$ cat src/rtl/atm_match_pkg.sv
package atm_match_pkg;

   typedef enum logic [1:0] {
      HIT_NONE = 2'd0,
      HIT_CHAN = 2'd1,
      HIT_PATH = 2'd2
   } hit_kind_e;

   // channel matches take precedence over path matches
   function automatic hit_kind_e classify_hit(input logic any_chan, input logic any_path);
      if (any_chan)      return HIT_CHAN;
      else if (any_path) return HIT_PATH;
      else               return HIT_NONE;
   endfunction

endpackage

$ cat src/rtl/atm_field_cmp.sv
module atm_field_cmp #(
   parameter int VCI_W        = 16,
   parameter int VPI_W        = 12,
   parameter int VPI_NARROW_W = 8
) (
   input  logic [VPI_W-1:0] entry_vpi,
   input  logic [VCI_W-1:0] entry_vci,
   input  logic [VPI_W-1:0] probe_vpi,
   input  logic [VCI_W-1:0] probe_vci,
   input  logic             narrow,
   output logic             vpi_eq,
   output logic             vci_eq,
   output logic             is_path
);

   localparam logic [VPI_W-1:0] WIDE_MASK   = {VPI_W{1'b1}};
   localparam logic [VPI_W-1:0] NARROW_MASK = {{(VPI_W-VPI_NARROW_W){1'b0}}, {VPI_NARROW_W{1'b1}}};

   logic [VPI_W-1:0] vpi_mask;

   assign vpi_mask = narrow ? NARROW_MASK : WIDE_MASK;
   assign vpi_eq   = ((entry_vpi ^ probe_vpi) & vpi_mask) == '0;
   assign vci_eq   = entry_vci == probe_vci;
   assign is_path  = &entry_vci;

endmodule

$ cat src/rtl/atm_first_pick.sv
module atm_first_pick #(
   parameter int N = 8
) (
   input  logic [N-1:0] req,
   output logic [N-1:0] grant,
   output logic         any
);

   localparam logic [N-1:0] ONE = {{(N-1){1'b0}}, 1'b1};

   // isolate the lowest set request bit
   assign grant = req & (~req + ONE);
   assign any   = |req;

endmodule

$ cat src/rtl/atm_entry_table.sv
module atm_entry_table #(
   parameter int DEPTH        = 8,
   parameter int ENTRY_W      = 64,
   parameter int OUT_W        = 32,
   parameter int VCI_W        = 16,
   parameter int VPI_W        = 12,
   parameter int VPI_NARROW_W = 8
) (
   input  logic                           clk,
   input  logic                           rst_n,
   input  logic                           cmd_valid,
   input  logic                           cmd_del,
   input  logic [ENTRY_W-1:0]             cmd_entry,
   input  logic                           narrow,
   output logic [DEPTH-1:0][ENTRY_W-1:0]  tbl_entries,
   output logic [DEPTH-1:0]               tbl_valid
);

   localparam int VCI_LSB = OUT_W;
   localparam int VPI_LSB = OUT_W + VCI_W;

   logic [DEPTH-1:0][ENTRY_W-1:0] entries_q;
   logic [DEPTH-1:0]              valid_q;

   logic [VPI_W-1:0] cmd_vpi;
   logic [VCI_W-1:0] cmd_vci;
   logic             cmd_is_path;

   logic [DEPTH-1:0] c_vpi_eq, c_vci_eq, c_is_path;
   logic [DEPTH-1:0] exact_req, pathtgt_req, free_req;
   logic [DEPTH-1:0] exact_gnt, pathtgt_gnt, free_gnt;
   logic             any_exact, any_pathtgt, any_free;
   logic [DEPTH-1:0] ins_tgt, del_tgt;

   assign cmd_vpi     = cmd_entry[VPI_LSB +: VPI_W];
   assign cmd_vci     = cmd_entry[VCI_LSB +: VCI_W];
   assign cmd_is_path = &cmd_vci;

   for (genvar g = 0; g < DEPTH; g++) begin : g_cmd_cmp
      atm_field_cmp #(
         .VCI_W       (VCI_W),
         .VPI_W       (VPI_W),
         .VPI_NARROW_W(VPI_NARROW_W)
      ) u_cmp (
         .entry_vpi (entries_q[g][VPI_LSB +: VPI_W]),
         .entry_vci (entries_q[g][VCI_LSB +: VCI_W]),
         .probe_vpi (cmd_vpi),
         .probe_vci (cmd_vci),
         .narrow    (narrow),
         .vpi_eq    (c_vpi_eq[g]),
         .vci_eq    (c_vci_eq[g]),
         .is_path   (c_is_path[g])
      );
      assign exact_req[g]   = valid_q[g] & c_vpi_eq[g] & c_vci_eq[g];
      assign pathtgt_req[g] = valid_q[g] & c_vpi_eq[g] & c_is_path[g] & ~cmd_is_path;
      assign free_req[g]    = ~valid_q[g];
   end

   atm_first_pick #(.N(DEPTH)) u_pick_exact (.req(exact_req),   .grant(exact_gnt),   .any(any_exact));
   atm_first_pick #(.N(DEPTH)) u_pick_path  (.req(pathtgt_req), .grant(pathtgt_gnt), .any(any_pathtgt));
   atm_first_pick #(.N(DEPTH)) u_pick_free  (.req(free_req),    .grant(free_gnt),    .any(any_free));

   // replacement order: identical key, then same-VPI path, then an empty slot
   always_comb begin
      if (any_exact)        ins_tgt = exact_gnt;
      else if (any_pathtgt) ins_tgt = pathtgt_gnt;
      else if (any_free)    ins_tgt = free_gnt;
      else                  ins_tgt = '0;
      del_tgt = any_exact ? exact_gnt : pathtgt_gnt;
   end

   always_ff @(posedge clk or negedge rst_n) begin
      if (!rst_n) begin
         valid_q   <= '0;
         entries_q <= '0;
      end else if (cmd_valid) begin
         for (int i = 0; i < DEPTH; i++) begin
            if (cmd_del) begin
               if (del_tgt[i]) valid_q[i] <= 1'b0;
            end else if (ins_tgt[i]) begin
               valid_q[i]   <= 1'b1;
               entries_q[i] <= cmd_entry;
            end
         end
      end
   end

   assign tbl_entries = entries_q;
   assign tbl_valid   = valid_q;


   no_dup_key_chk: assert property (@(posedge clk) disable iff (!rst_n)
      !narrow |-> $countones(exact_req) <= 1);


   insert_keeps_count_chk: assert property (@(posedge clk) disable iff (!rst_n)
      (cmd_valid && !cmd_del) |=> $countones(valid_q) >= $past($countones(valid_q)));


   delete_no_grow_chk: assert property (@(posedge clk) disable iff (!rst_n)
      (cmd_valid && cmd_del) |=> $countones(valid_q) <= $past($countones(valid_q)));

endmodule

$ cat src/rtl/atm_circuit_matcher.sv
module atm_circuit_matcher #(
   parameter int DEPTH        = 8,
   parameter int ENTRY_W      = 64,
   parameter int KEY_W        = 32,
   parameter int OUT_W        = 32,
   parameter int VCI_W        = 16,
   parameter int VPI_W        = 12,
   parameter int VPI_NARROW_W = 8,
   parameter int PIPE_STAGES  = 2
) (
   input  logic               clk,
   input  logic               rst_n,
   input  logic               lookup_valid,
   input  logic [KEY_W-1:0]   lookup_key,
   input  logic               vpi_narrow,
   input  logic               cmd_valid,
   input  logic               cmd_del,
   input  logic [ENTRY_W-1:0] cmd_entry,
   output logic               result_valid,
   output logic               result_hit,
   output logic               result_path,
   output logic [OUT_W-1:0]   result_word
);

   import atm_match_pkg::*;

   localparam int VCI_LSB   = OUT_W;
   localparam int VPI_LSB   = OUT_W + VCI_W;
   localparam int FIELD_TOP = VPI_LSB + VPI_W;
   localparam int KEY_USED  = VCI_W + VPI_W;

   initial begin
      assert (DEPTH >= 2) else $error("DEPTH must be at least 2");
      assert (FIELD_TOP <= ENTRY_W) else $error("entry fields exceed ENTRY_W");
      assert (KEY_USED <= KEY_W) else $error("key fields exceed KEY_W");
      assert (VPI_NARROW_W > 0 && VPI_NARROW_W <= VPI_W) else $error("bad narrow VPI width");
      assert (PIPE_STAGES == 1 || PIPE_STAGES == 2) else $error("PIPE_STAGES must be 1 or 2");
   end

   logic [DEPTH-1:0][ENTRY_W-1:0] tbl_entries;
   logic [DEPTH-1:0]              tbl_valid;

   atm_entry_table #(
      .DEPTH       (DEPTH),
      .ENTRY_W     (ENTRY_W),
      .OUT_W       (OUT_W),
      .VCI_W       (VCI_W),
      .VPI_W       (VPI_W),
      .VPI_NARROW_W(VPI_NARROW_W)
   ) u_table (
      .clk        (clk),
      .rst_n      (rst_n),
      .cmd_valid  (cmd_valid),
      .cmd_del    (cmd_del),
      .cmd_entry  (cmd_entry),
      .narrow     (vpi_narrow),
      .tbl_entries(tbl_entries),
      .tbl_valid  (tbl_valid)
   );

   // ---------------- parallel compare ----------------
   logic [VPI_W-1:0] key_vpi;
   logic [VCI_W-1:0] key_vci;
   logic [DEPTH-1:0] l_vpi_eq, l_vci_eq, l_is_path;
   logic [DEPTH-1:0] chan_c, path_c;

   assign key_vci = lookup_key[0 +: VCI_W];
   assign key_vpi = lookup_key[VCI_W +: VPI_W];

   if (KEY_W > KEY_USED) begin : g_key_spare
      logic unused_key_hi;
      assign unused_key_hi = ^lookup_key[KEY_W-1:KEY_USED];
   end

   if (ENTRY_W > FIELD_TOP) begin : g_entry_spare
      logic [DEPTH-1:0] unused_entry_hi;
      for (genvar g = 0; g < DEPTH; g++) begin : g_bits
         assign unused_entry_hi[g] = ^tbl_entries[g][ENTRY_W-1:FIELD_TOP];
      end
   end

   for (genvar g = 0; g < DEPTH; g++) begin : g_lookup_cmp
      atm_field_cmp #(
         .VCI_W       (VCI_W),
         .VPI_W       (VPI_W),
         .VPI_NARROW_W(VPI_NARROW_W)
      ) u_cmp (
         .entry_vpi (tbl_entries[g][VPI_LSB +: VPI_W]),
         .entry_vci (tbl_entries[g][VCI_LSB +: VCI_W]),
         .probe_vpi (key_vpi),
         .probe_vci (key_vci),
         .narrow    (vpi_narrow),
         .vpi_eq    (l_vpi_eq[g]),
         .vci_eq    (l_vci_eq[g]),
         .is_path   (l_is_path[g])
      );
      assign chan_c[g] = tbl_valid[g] & l_vpi_eq[g] & l_vci_eq[g] & ~l_is_path[g];
      assign path_c[g] = tbl_valid[g] & l_vpi_eq[g] & l_is_path[g];
   end


   single_chan_hit_chk: assert property (@(posedge clk) disable iff (!rst_n)
      (lookup_valid && !vpi_narrow) |-> $countones(chan_c) <= 1);

   // ---------------- optional compare register ----------------
   logic [DEPTH-1:0] chan_s, path_s;
   logic             vld_s;

   if (PIPE_STAGES == 2) begin : g_cmp_reg
      always_ff @(posedge clk or negedge rst_n) begin
         if (!rst_n) begin
            chan_s <= '0;
            path_s <= '0;
            vld_s  <= 1'b0;
         end else begin
            chan_s <= lookup_valid ? chan_c : '0;
            path_s <= lookup_valid ? path_c : '0;
            vld_s  <= lookup_valid;
         end
      end
   end else begin : g_cmp_flow
      assign chan_s = lookup_valid ? chan_c : '0;
      assign path_s = lookup_valid ? path_c : '0;
      assign vld_s  = lookup_valid;
   end

   // ---------------- select and output ----------------
   hit_kind_e        kind;
   logic [DEPTH-1:0] sel_req, sel_gnt;
   logic             sel_any;
   logic [OUT_W-1:0] sel_word;

   assign kind    = classify_hit(|chan_s, |path_s);
   assign sel_req = (kind == HIT_CHAN) ? chan_s : path_s;

   atm_first_pick #(.N(DEPTH)) u_pick_sel (.req(sel_req), .grant(sel_gnt), .any(sel_any));

   always_comb begin
      sel_word = '0;
      for (int i = 0; i < DEPTH; i++) begin
         if (sel_gnt[i]) sel_word = sel_word | tbl_entries[i][OUT_W-1:0];
      end
   end

   always_ff @(posedge clk or negedge rst_n) begin
      if (!rst_n) begin
         result_valid <= 1'b0;
         result_hit   <= 1'b0;
         result_path  <= 1'b0;
         result_word  <= '0;
      end else begin
         result_valid <= vld_s;
         result_hit   <= vld_s && sel_any;
         result_path  <= vld_s && (kind == HIT_PATH);
         result_word  <= (vld_s && sel_any) ? sel_word : '0;
      end
   end


   path_needs_hit_chk: assert property (@(posedge clk) disable iff (!rst_n)
      result_path |-> result_hit);


   chan_wins_chk: assert property (@(posedge clk) disable iff (!rst_n)
      result_path |-> $past(chan_s) == '0);


   miss_zero_chk: assert property (@(posedge clk) disable iff (!rst_n)
      !result_hit |-> (result_word == '0 && !result_path));


   latency_chk: assert property (@(posedge clk) disable iff (!rst_n)
      result_valid |-> $past(lookup_valid, PIPE_STAGES));


   idle_quiet_chk: assert property (@(posedge clk) disable iff (!rst_n)
      !result_valid |-> (!result_hit && result_word == '0));

endmodule

$ cat config.mk
export PLATFORM = sky130hd
export DESIGN_NAME = atm_circuit_matcher
export DESIGN_NICKNAME = d
export VERILOG_FILES = /design/src/rtl/atm_match_pkg.sv /design/src/rtl/atm_field_cmp.sv /design/src/rtl/atm_first_pick.sv /design/src/rtl/atm_entry_table.sv /design/src/rtl/atm_circuit_matcher.sv
export SDC_FILE = /design/constraint.sdc
export NUM_CORES = 1
export LEC_CHECK = 0
export BUFFER_PORTS_ARGS = -buffer_cell sky130_fd_sc_hd__buf_2
export CORE_MARGIN = 1.5
export CORE_UTILIZATION = 35
export CTS_CLUSTER_DIAMETER = 30
export CTS_CLUSTER_SIZE = 24
export DETAILED_ROUTE_END_ITERATION = 8
export GPL_ROUTABILITY_DRIVEN = 0
export PLACE_DENSITY_LB_ADDON = 0.25
export SLEW_MARGIN = 20
export SYNTH_ARGS = -nofsm -noshare
export SYNTH_HDL_FRONTEND = slang
export SYNTH_SLANG_ARGS = --single-unit
$ cat constraint.sdc
create_clock -name clk -period 3.5 [get_ports clk]
set_input_delay 0.7 -clock clk [delete_from_list [all_inputs] [get_ports clk]]
set_output_delay 0.7 -clock clk [all_outputs]
set_load 0.05 [all_outputs]
==> impl_metrics.tcl <==
set metrics [dict create \
    async_reset_ff_frac 1.00 \
    filler_cell_count 8308 \
    worstPathArrival_ns 3.94 \
    grt_overflow_total 0 \
    grt_max_degree 184 \
    ys_ff_latch 540 \
    final_cell_area_mm2 0.0401 \
    drv_cap 0 \
    die_h_um 303 \
    crit_path_end "u_table.tbl_entries[373]$_DFFE_PN0P_" \
    cts_root_buffer "clkbuf_16" \
    violations "design-rule violations" \
    slowest_delay_ns 0.60 \
    grt.total_usage 0.232 \
    area_delta_synth_final_pct 27.4 \
    period_needed_ns 3.36 \
    route.detailed.drc 6 \
    fp.dieArea_mm2 0.0916 \
    tightestPinTransition_ns 0.941 \
    initial_core_util 0.355 \
    setup_violations 0 \
    clkSinkCount 540 \
    syn_area_per_cell_um2 9.91 \
    nNetsFinal 3499 \
    critPathKind "reg2reg" \
    fin_crit_sh 0.960 \
    intPower_w 0.0181 \
    critPathLaunch "u_table.tbl_entries[185]$_DFFE_PN0P_" \
    crit_buf_inv 3 \
    dr.pass1.iters 9 \
    power_switching_share 0.289 \
    crit_chain "xnor2_1 > a41oi_1 > buf_4 > or4_1 > o32ai_1 > nor4_1 > buf_4 > nor2b_1 > o21ai_4 > buf_4 > mux2_2" \
    hold_viol 0 \
    rows 109 \
    totalWireLength_um 106000 \
    ys_types 63 \
    cpMostUsedCell "buf_4" \
    p_clk_frac 0.488 \
    numCtsBuffers 135 \
    p_switching_w 0.00739 \
    first_iter_violations 2446 \
    critical_path_depth 11 \
    synth-warning-count 0 \
    crit_required_ns 4.08 \
    clk_latency_ns 0.73 \
    r2r_slack_ns 0.14 \
    cts_tree "built" \
    cpMaxStageDelayCell "or4_1" \
    clock_skew_ns 0.0359 \
    power_density_mw_per_mm2 637 \
    cts_max_level 4 \
    hold_path.class "in2async" \
    antenna_found_initial 3 \
    leakage_nw 17.2 \
    syn-cell-area_mm2 0.0314 \
    core-area_mm2 0.0886 \
    ir_worst_vdd_mv 0.353 \
    grt_pass1_wl_um 163000 \
    die_width_um 303 \
    outcome "complete, but fails checks" \
    synth_edf_count 0 \
    endpoint_kind "flip-flop" \
    r2r_start "u_table.tbl_entries[185]$_DFFE_PN0P_" \
    reg2reg_to "u_table.tbl_entries[373]$_DFFE_PN0P_" \
    grt_pass1_vias 26335 \
    synth_cells 3172 \
    worst_hold_slack_ns 0.0267 \
    ios 137 \
    power.share.sequential 0.332 \
    synth-seq-area-share 0.430 \
    ant_nets 0 \
    power_frac_comb 0.180 \
    fmax_ghz 0.298 \
    clock_tree.buffer_depth 3 \
    placed_cell_area_mm2 0.0353 \
    ys.flop_type "dfrtp_1" \
    avgRoutedWirePerCell_um 22.8 \
    io_buffer_count 128 \
    vias 27332 \
    slew_violations 0 \
    dpl.hpwl_um 69800 \
    reg2regPathDepth 11 \
    slew_headroom 0.373 \
    cts.clk_slew.worst_paths_ns 0.04 \
    critPathMaxFanout 13 \
    drive_gt1_frac 0.269 \
    syn_nets 3274 \
    viasPerCell 5.86 \
    cp_top_family "simple AND/OR/NAND/NOR gates" \
    critPathLaunchType "flip-flop" \
]
==> what timing repair did <==
action / CTS / global route
cloned: 0 / 1
endpoints found under the setup margin: 82 / 220
buffers inserted: 2 / 2
pin swaps: 1 / 3
gates resized for setup: 3 / 12
hold buffers: 0 / 0
==> layer usage <==
layer / up-vias / track usage / share of wire
li1: 12356 / - / -
met1: 13782 / 0.315 / 0.44
met2: 955 / 0.361 / 0.46
met3: 235 / 0.0445 / 0.065
met4: 4 / 0.0982 / 0.035
met5: - / 0 / 0.00024
==> logic make-up (layout without fill, tap and decap cells) <==
kind of cell / Yosys count / after routing / synth area share
mux: 300 / 300 / 0.107
other cells: 0 / 3 / 0
buf+inv: 371 / 699 / 0.0491
flops: 540 / 540 / 0.430
compound gates: 735 / 735 / 0.166
xor+xnor: 448 / 448 / 0.125
simple gates: 778 / 778 / 0.123
==> synthesized netlist by cell type, types with 81 or more instances <==
cell        n  area [µm²]
a31oi_1   216        1350
buf_2     101         505
clkbuf_1  249         935
dfrtp_1   540       13500
mux2_1     81         912
mux2_2    219        2470
nand2_1   298        1120
nand3_1   203        1020
nand4_1    85         532
nor4_1     82         513
o21ai_0   188         941
o311ai_0  168        1470
xnor2_1   212        1860
xor2_1    236        2070
==> how the worst min path moves through the flow <==
stage	start	end	slack, ns	cells after the start
global route	rst_n	u_table.tbl_entries[289]$_DFFE_PN0P_	0.07	1
global placement	vld_s$_DFF_PN0_	result_valid$_DFF_PN0_	0.44	0
finish	rst_n	u_table.tbl_entries[289]$_DFFE_PN0P_	0.03	1
floorplan	vld_s$_DFF_PN0_	result_valid$_DFF_PN0_	0.37	0
CTS	rst_n	u_table.tbl_entries[289]$_DFFE_PN0P_	0.06	1
detailed placement	vld_s$_DFF_PN0_	result_valid$_DFF_PN0_	0.44	0
==> sequential cells by signal, indices dropped and copies added, names as in the netlist <==
signal,flops
result_path,1
chan_s,8
u_table.tbl_valid,8
result_valid,1
u_table.tbl_entries,480
result_hit,1
vld_s,1
path_s,8
result_word,32
==> through the flow <==
step                       util  instances  setup WS (ns)   TNS, ns  power [W]
final                     0.452       4668          0.139         0     0.0255
after global routing      0.452       4666       -0.00182  -0.00182     0.0267
after floorplan               -       3172         0.0176         0     0.0115
after CTS                 0.451       4662        0.00486         0     0.0256
after detailed placement  0.399       4420         -0.745   -215.29     0.0130
after global placement    0.399       4420         -0.785   -223.82     0.0129
==> layout make-up <==
class                           instances  area [µm²]  share of cell area
Timing Repair Buffer                  452        3880              0.0968
Antenna cell                            3        7.51            0.000187
Inverter                                7        26.3            0.000656
Clock buffer                          172        3770              0.0941
Sequential cell                       540       13500               0.337
Tap cell                             1165        1460              0.0364
Clock inverter                         68         792              0.0198
Multi-Input combinational cell       2261       16600               0.415
==> power groups by stage <==
stage | registers, W | clock network, W | logic (W)
6_report | 0.00847 | 0.0125 | 0.00461
2_1_floorplan | 0.00817 | 0 | 0.00328
4_1_cts | 0.00844 | 0.0126 | 0.00456
3_5_place_dp | 0.00852 | 0 | 0.00452
3_3_place_gp | 0.00850 | 0 | 0.00441
5_1_grt | 0.00862 | 0.0130 | 0.00510
==> cell usage in the layout, fill, tap and decap left out, drive strengths merged, types with 3 or more instances in the layout <==
master	netlist	final
diode	0	3
or2	5	5
clkinv	0	35
mux2	300	300
nand3b	4	4
clkbuf	250	174
a222oi	32	32
bufinv	0	12
nand4	85	85
clkinvlp	0	12
o32ai	5	5
and2	3	3
nor3b	5	5
a31oi	217	217
nand4b	3	3
a221oi	33	33
xnor2	212	212
a22o	32	32
dfrtp	540	540
nor2	19	19
o31ai	3	3
xor2	236	236
inv	7	16
nor3	25	25
a41oi	12	12
nor2b	6	6
a21oi	13	13
or3	10	10
nor4b	7	7
nand3	203	203
or4	13	13
o21ai	190	190
nand2	298	298
o311ai	180	180
buf	114	450
nor4	83	83
Note: power is estimated with default switching activity, not from simulation.
